==> config.mk <==
export PLATFORM = sky130hd
export DESIGN_NAME = disk_host_handshake
export DESIGN_NICKNAME = d
export VERILOG_FILES = /design/src/rtl/dhh_pkg.sv /design/src/rtl/dhh_ctrl.sv /design/src/rtl/dhh_datapath.sv /design/src/rtl/disk_host_handshake.sv
export SDC_FILE = /design/constraint.sdc
export NUM_CORES = 1
export LEC_CHECK = 0
export ABC_AREA = 1
export ABC_CLOCK_PERIOD_IN_PS = 2800
export BUFFER_PORTS_ARGS = -buffer_cell sky130_fd_sc_hd__buf_2
export CORE_MARGIN = 2
export CORE_UTILIZATION = 50
export DETAILED_ROUTE_END_ITERATION = 10
export GPL_TIMING_DRIVEN = 0
export PLACE_DENSITY = 0.78
export SYNTH_ARGS = -nofsm -noshare
export SYNTH_HDL_FRONTEND = slang
export SYNTH_SLANG_ARGS = --single-unit
==> constraint.sdc <==
create_clock -name clk -period 2.8 [get_ports clk]
set_clock_uncertainty 0.05 [all_clocks]
set_input_delay 0.42 -clock clk [delete_from_list [all_inputs] [get_ports clk]]
set_output_delay 0.42 -clock clk [all_outputs]
set_load 0.01 [all_outputs]
==> src/rtl/dhh_pkg.sv <==
package dhh_pkg;
  localparam int BIT_RQM  = 7;
  localparam int BIT_DIO  = 6;
  localparam int BIT_NDMA = 5;
  localparam int BIT_BUSY = 4;
  localparam int DOR_RST_BIT = 2;
  localparam int DSR_PWR_BIT = 6;
  localparam int RES_BYTES = 7;
  localparam logic [7:0] DOR_INIT = 8'h04;
  localparam logic [1:0] ADDR_STAT = 2'd0;
  localparam logic [1:0] ADDR_DATA = 2'd1;
  localparam logic [1:0] ADDR_DOR  = 2'd2;

  typedef struct packed {
    logic softRst;
    logic clrPwr;
    logic forceDorRst;
    logic wrDsr;
    logic wrDor;
    logic toCmd;
    logic toResult;
    logic useExtLen;
    logic startDma;
    logic startPio;
    logic advance;
    logic latchMulti;
    logic clrIrq;
  } hsStrobe_t;
endpackage

==> src/rtl/dhh_ctrl.sv <==
module dhh_ctrl
  import dhh_pkg::*;
#(
  parameter int LEN_W = 8
) (
  input  logic [1:0]       hostAddr,
  input  logic             hostRd,
  input  logic             hostWr,
  input  logic [7:0]       hostWdata,
  input  logic             xferDone,
  input  logic             execStart,
  input  logic             execDma,
  input  logic             resStart,
  input  logic             rqm,
  input  logic             dio,
  input  logic             nonDma,
  input  logic             busy,
  input  logic [LEN_W-1:0] pos,
  input  logic [LEN_W-1:0] len,
  input  logic             dorRst,
  output hsStrobe_t        stb,
  output logic             wrTake,
  output logic             rdTake
);
  logic rdStat, wrRate, wrDorReg, rdData, wrData, lastByte;

  assign rdStat   = hostRd && hostAddr == ADDR_STAT;
  assign wrRate   = hostWr && hostAddr == ADDR_STAT;
  assign wrDorReg = hostWr && hostAddr == ADDR_DOR;
  assign rdData   = hostRd && hostAddr == ADDR_DATA;
  assign wrData   = hostWr && hostAddr == ADDR_DATA;
  assign lastByte = LEN_W'(pos + 1'b1) == len;

  always_comb begin
    stb    = '0;
    wrTake = 1'b0;
    rdTake = 1'b0;
    // register side effects
    if (rdStat) begin
      stb.clrPwr      = 1'b1;
      stb.forceDorRst = 1'b1;
    end
    if (wrRate) begin
      stb.wrDsr = 1'b1;
      if (hostWdata[DSR_PWR_BIT]) stb.softRst = 1'b1;
    end
    if (wrDorReg) begin
      stb.wrDor = 1'b1;
      if (hostWdata[DOR_RST_BIT] && !dorRst) begin
        stb.softRst = 1'b1;
        stb.clrPwr  = 1'b1;
      end
    end
    // phase events, highest priority first
    if (!stb.softRst) begin
      if (xferDone && !rqm) begin
        stb.toResult = 1'b1;
      end else if (execStart && !busy) begin
        if (execDma) stb.startDma = 1'b1;
        else         stb.startPio = 1'b1;
      end else if (resStart && !busy) begin
        stb.toResult  = 1'b1;
        stb.useExtLen = 1'b1;
      end else if (wrData && rqm && !dio && dorRst) begin
        wrTake      = 1'b1;
        stb.advance = 1'b1;
        if (nonDma) begin
          if (lastByte) stb.toResult = 1'b1;
        end else if (pos == '0) begin
          stb.latchMulti = 1'b1;
        end
      end else if (rdData && rqm && dio) begin
        rdTake      = 1'b1;
        stb.advance = 1'b1;
        if (nonDma) begin
          if (lastByte) stb.toResult = 1'b1;
        end else begin
          stb.clrIrq = 1'b1;
          if (lastByte) stb.toCmd = 1'b1;
        end
      end
    end
  end
endmodule

==> src/rtl/dhh_datapath.sv <==
module dhh_datapath
  import dhh_pkg::*;
#(
  parameter int LEN_W = 8
) (
  input  logic             clk,
  input  logic             rstN,
  input  hsStrobe_t        stb,
  input  logic [7:0]       hostWdata,
  input  logic             execRead,
  input  logic [LEN_W-1:0] execLen,
  input  logic [LEN_W-1:0] resLen,
  output logic [7:0]       msrQ,
  output logic [LEN_W-1:0] posQ,
  output logic [LEN_W-1:0] lenQ,
  output logic [7:0]       dsrQ,
  output logic [7:0]       dorQ,
  output logic             irqQ,
  output logic             multiQ
);
  localparam logic [7:0] MSR_IDLE = 8'(1 << BIT_RQM);
  localparam logic [LEN_W-1:0] RES_LEN = LEN_W'(RES_BYTES);

  always_ff @(posedge clk or negedge rstN) begin
    if (!rstN) begin
      msrQ   <= MSR_IDLE;
      posQ   <= '0;
      lenQ   <= '0;
      irqQ   <= 1'b0;
      multiQ <= 1'b0;
    end else if (stb.softRst) begin
      msrQ   <= MSR_IDLE;
      posQ   <= '0;
      lenQ   <= '0;
      irqQ   <= 1'b0;
      multiQ <= 1'b0;
    end else begin
      if (stb.toResult) begin
        msrQ[BIT_RQM]  <= 1'b1;
        msrQ[BIT_DIO]  <= 1'b1;
        msrQ[BIT_BUSY] <= 1'b1;
        msrQ[BIT_NDMA] <= 1'b0;
        lenQ <= stb.useExtLen ? resLen : RES_LEN;
        posQ <= '0;
      end else if (stb.toCmd) begin
        msrQ[BIT_BUSY] <= 1'b0;
        msrQ[BIT_DIO]  <= 1'b0;
        posQ <= '0;
      end else if (stb.startDma) begin
        msrQ[BIT_BUSY] <= 1'b1;
        msrQ[BIT_RQM]  <= 1'b0;
        posQ <= '0;
        lenQ <= execLen;
      end else if (stb.startPio) begin
        msrQ[BIT_BUSY] <= 1'b1;
        msrQ[BIT_NDMA] <= 1'b1;
        msrQ[BIT_DIO]  <= execRead;
        posQ <= '0;
        lenQ <= execLen;
      end else if (stb.advance) begin
        posQ <= posQ + 1'b1;
      end

      if (stb.toResult || stb.startPio) irqQ <= 1'b1;
      else if (stb.clrIrq)              irqQ <= 1'b0;

      if (stb.latchMulti) multiQ <= hostWdata[7];
    end
  end

  // rate and output registers survive the phase reset
  always_ff @(posedge clk or negedge rstN) begin
    if (!rstN) begin
      dsrQ <= '0;
      dorQ <= DOR_INIT;
    end else begin
      if (stb.wrDsr)       dsrQ <= hostWdata;
      else if (stb.clrPwr) dsrQ[DSR_PWR_BIT] <= 1'b0;
      if (stb.wrDor)            dorQ <= hostWdata;
      else if (stb.forceDorRst) dorQ[DOR_RST_BIT] <= 1'b1;
    end
  end
endmodule

==> src/rtl/disk_host_handshake.sv <==
module disk_host_handshake
  import dhh_pkg::*;
#(
  parameter int LEN_W = 8
) (
  input  logic             clk,
  input  logic             rstN,
  input  logic [1:0]       hostAddr,
  input  logic             hostRd,
  input  logic             hostWr,
  input  logic [7:0]       hostWdata,
  output logic [7:0]       hostRdata,
  input  logic [7:0]       xferByte,
  input  logic             execStart,
  input  logic             execDma,
  input  logic             execRead,
  input  logic [LEN_W-1:0] execLen,
  input  logic             resStart,
  input  logic [LEN_W-1:0] resLen,
  input  logic             xferDone,
  output logic             wrTake,
  output logic             rdTake,
  output logic [LEN_W-1:0] dataPos,
  output logic             multiTrack,
  output logic             irq,
  output logic             pwrDown
);
  hsStrobe_t        stb;
  logic [7:0]       msrQ, dsrQ, dorQ;
  logic [LEN_W-1:0] lenQ;

  dhh_ctrl #(.LEN_W(LEN_W)) u_ctrl (
    .hostAddr(hostAddr), .hostRd(hostRd), .hostWr(hostWr), .hostWdata(hostWdata),
    .xferDone(xferDone), .execStart(execStart), .execDma(execDma), .resStart(resStart),
    .rqm(msrQ[BIT_RQM]), .dio(msrQ[BIT_DIO]), .nonDma(msrQ[BIT_NDMA]), .busy(msrQ[BIT_BUSY]),
    .pos(dataPos), .len(lenQ), .dorRst(dorQ[DOR_RST_BIT]),
    .stb(stb), .wrTake(wrTake), .rdTake(rdTake)
  );

  dhh_datapath #(.LEN_W(LEN_W)) u_dp (
    .clk(clk), .rstN(rstN), .stb(stb), .hostWdata(hostWdata), .execRead(execRead),
    .execLen(execLen), .resLen(resLen), .msrQ(msrQ), .posQ(dataPos), .lenQ(lenQ),
    .dsrQ(dsrQ), .dorQ(dorQ), .irqQ(irq), .multiQ(multiTrack)
  );

  assign pwrDown = dsrQ[DSR_PWR_BIT];

  always_comb begin
    unique case (hostAddr)
      ADDR_STAT: hostRdata = msrQ;
      ADDR_DATA: hostRdata = (msrQ[BIT_RQM] && msrQ[BIT_DIO]) ? xferByte : 8'h00;
      ADDR_DOR:  hostRdata = dorQ;
      default:   hostRdata = 8'h00;
    endcase
  end
endmodule

==> flow_metrics.env <==
export IMPL_status="finished clean"
export IMPL_diodes=0
export IMPL_design_die_area_um2=4739
export IMPL_crit_slowest_cell="dfrtp_1"
export IMPL_core_region_area_um2=4029
export IMPL_rsz0062_at_grt="false"
export IMPL_setup_viol=0
export IMPL_syn2layout_area_growth_pct=23.57
export IMPL_ys_top_cells_by_count="nand2_1 (120), inv_1 (36), nand3_1 (36), dfrtp_1 (29), nor2_1 (15)"
export IMPL_hold_viol=0
export IMPL_yosysUniqueCellTypes=33
export IMPL_dieHeight_um=68.84
export IMPL_antenna_found_initial=0
export IMPL_drt_iter0_drc=142
export IMPL_fmax_ghz=0.4055
export IMPL_avgSynthCellArea_um2=6.825
export IMPL_synth_seq_cells=31
export IMPL_crit_chain="inv_2 -> ha_1 -> xnor2_1 -> nand2_1 -> nor2_1 -> nand3_1 -> nor2_2 -> nand4_4 -> nand2_4 -> nor2_2 -> buf_6 -> nand3_1 -> nand2_1"
export IMPL_place_gp_congestion=0.9713
export IMPL_crit_path_max_fanout=10
export IMPL_grt_max_degree=32
export IMPL_startpoint_type="flip-flop"
export IMPL_hpwlAfterDp_um=4147
export IMPL_post_cts_buffers=0
export IMPL_drive_gt1_share_pct=25.07
export IMPL_vias=2245
export IMPL_drcViolationCount=0
export IMPL_die_x_um=68.84
export IMPL_worstMarginPinSlew_ns=0.8259
export IMPL_synth_edf_count=0
export IMPL_netlist_area_leader_share_pct=34.52
export IMPL_wl_per_cell_um=12.52
export IMPL_layout_nets=423
export IMPL_fill_cells=390
export IMPL_critPathCaptureType="flip-flop"
export IMPL_clk_latency_ns=0.28
export IMPL_worstHoldPathType="in -> async"
export IMPL_postSynth_asyncResetShare_pct=100.0
export IMPL_root_buffer="clkbuf_8"
export IMPL_synth_main_ff_cell="dfrtp_1"
export IMPL_power_leakage_nw=1.474
export IMPL_grtUsageTotal_pct=25.54
export IMPL_synthCells=308
export IMPL_grt_pass1_wl_um=9004
export IMPL_cts_clk_slew_worst_paths_ns=0.07
export IMPL_criticalPathCategory="reg -> reg"
export IMPL_htreeDepth=2
export IMPL_yosysMostFrequentCell="nand2_1"
export IMPL_clock_sinks=31
export IMPL_p_total_w=0.001992
export IMPL_drv_slew=0
export IMPL_tritoncts="done"
export IMPL_power_density_nw_per_um2=766.9
export IMPL_ys_warn_count=0
export IMPL_syn_nets=353
export IMPL_required_ns=2.92
export IMPL_max_cap_violations=0
export IMPL_first_pass_iters=4
export IMPL_numPortBuffers=63
export IMPL_cpPeakStageDelay_ns=0.53
export IMPL_io_pins=64
export IMPL_slew_headroom_pct=44.52
export IMPL_ys_seq_area_share_pct=37.02
export IMPL_ir_worst_vdd_v=0.0004858
export IMPL_tns_ns=0
export IMPL_wl_um=5372
export IMPL_viasPerCell=5.233
export IMPL_period_share_pct=88.07
export IMPL_overflow=0
export IMPL_num_rows=23
export IMPL_critPathBufInv=2
export IMPL_hold_buffers=0
export IMPL_synth_area_leaders="dfrtp_1 (35%), nand2_1 (21%), nand3_1 (8.6%)"
export IMPL_cts_resized_gates=0
export IMPL_cpLargestDelayFamily="simple AND/OR/NAND/NOR gates"
export IMPL_cts_buffers=5
export IMPL_crit_arrival_ns=2.58
export IMPL_min_period_ns=2.466
export IMPL_synth_area_um2=2102
export IMPL_initial_core_util_pct=52.17
export IMPL_route_antenna_remaining_nets=0
export IMPL_yosys_area_top_type="dfrtp_1"
export IMPL_grt_pass1_vias=2114
export IMPL_reg2reg_slack_ns=0.33
export IMPL_cts_path_max_buffers=2
worst register-to-register path, stage by stage, from the launching register on:
cell and delay (ns):
dfrtp_1 0.53, inv_2 0.11, ha_1 0.34, xnor2_1 0.16
nand2_1 0.07, nor2_1 0.10, nand3_1 0.09, nor2_2 0.16
nand4_4 0.20, nand2_4 0.16, nor2_2 0.07, buf_6 0.14
nand3_1 0.09, nand2_1 0.08
path summary, 6_finish.rpt:
check	depth (start not counted)	end	start
worst max-delay path	13	u_dp.posQ[3]$_DFFE_PN0P_	u_dp.posQ[0]$_DFFE_PN0P_
worst min-delay path	1	u_dp.dsrQ[6]$_DFFE_PN0P_	rstN
worst max register to register	13	u_dp.posQ[3]$_DFFE_PN0P_	u_dp.posQ[0]$_DFFE_PN0P_
worst min register to register	2	u_dp.dorQ[6]$_DFFE_PN0P_	u_dp.dorQ[6]$_DFFE_PN0P_
max in group asynchronous	1	u_dp.posQ[1]$_DFFE_PN0P_	rstN
min in group clk	3	u_dp.dorQ[4]$_DFFE_PN0P_	hostWdata[4]
through the flow:
step           utilization [%]  setup slack, ns  cells  hold WS, ns  instance area, um2
2_1_floorplan                -           0.6330    308      0.07441                2102
3_3_place_gp             61.55           0.3703    421       0.4043                2480
3_5_place_dp             61.55           0.3666    421       0.4160                2480
4_1_cts                  64.47           0.3333    429       0.1507                2597
5_1_grt                  64.47           0.1023    429       0.1917                2597
6_report                 64.47           0.3340    429       0.1244                2597
logic make-up after synthesis:
logic type      synth area share [%]
flops                          37.02
fa+ha+maj                      1.190
compound gates                 6.547
simple gates                   46.79
xor+xnor                      0.4167
buf+inv                        8.035
registers in the layout, summed over array words and instances (netlist names):
signal,count
u_dp.dorQ,8
u_dp.dsrQ,1
u_dp.irqQ,1
u_dp.lenQ,8
u_dp.msrQ,4
u_dp.multiQ,1
u_dp.posQ,8
layout make-up:
type	instances	area, um2	area share, %
buffer	2	15.01	0.5780
clock buffer	6	82.58	3.179
clock inverter	2	35.03	1.349
inverter	41	153.9	5.925
multi-input combinational	234	1155	44.46
sequential	31	778.2	29.96
tap	50	62.56	2.408
timing repair buffer	63	315.3	12.14
cells in the final DEF (no fill, tap or decap), types with 2 or more instances in the layout:
cell,instances
o21ai_0,5
clkbuf_8,6
dfrtp_1,29
dfstp_2,2
nand3_1,36
inv_2,4
buf_2,63
nor2_1,15
nand3b_1,4
nor3_1,4
nor2_2,6
a21oi_1,5
nand2_1,120
nor2_4,3
a22o_1,3
inv_1,36
nand2_2,3
a22oi_1,2
o211ai_1,2
ha_1,2
nand4_1,13
routing by layer:
layer	global-route usage, %	vias to the layer above	routed length, um
met5	0	-	0
met1	32.01	1020	2474
met2	42.31	68	2520
li1	-	1143	-
met4	12.50	0	130
met3	4.545	14	247
power breakdown:
part           switching, W  internal [W]  leakage (nW)
clock              0.000174      0.000288        0.0612
sequential         0.000121      0.000584         0.393
combinational      0.000522      0.000303          1.02
total              0.000818       0.00117          1.47
(Power assumes the default switching activity.)
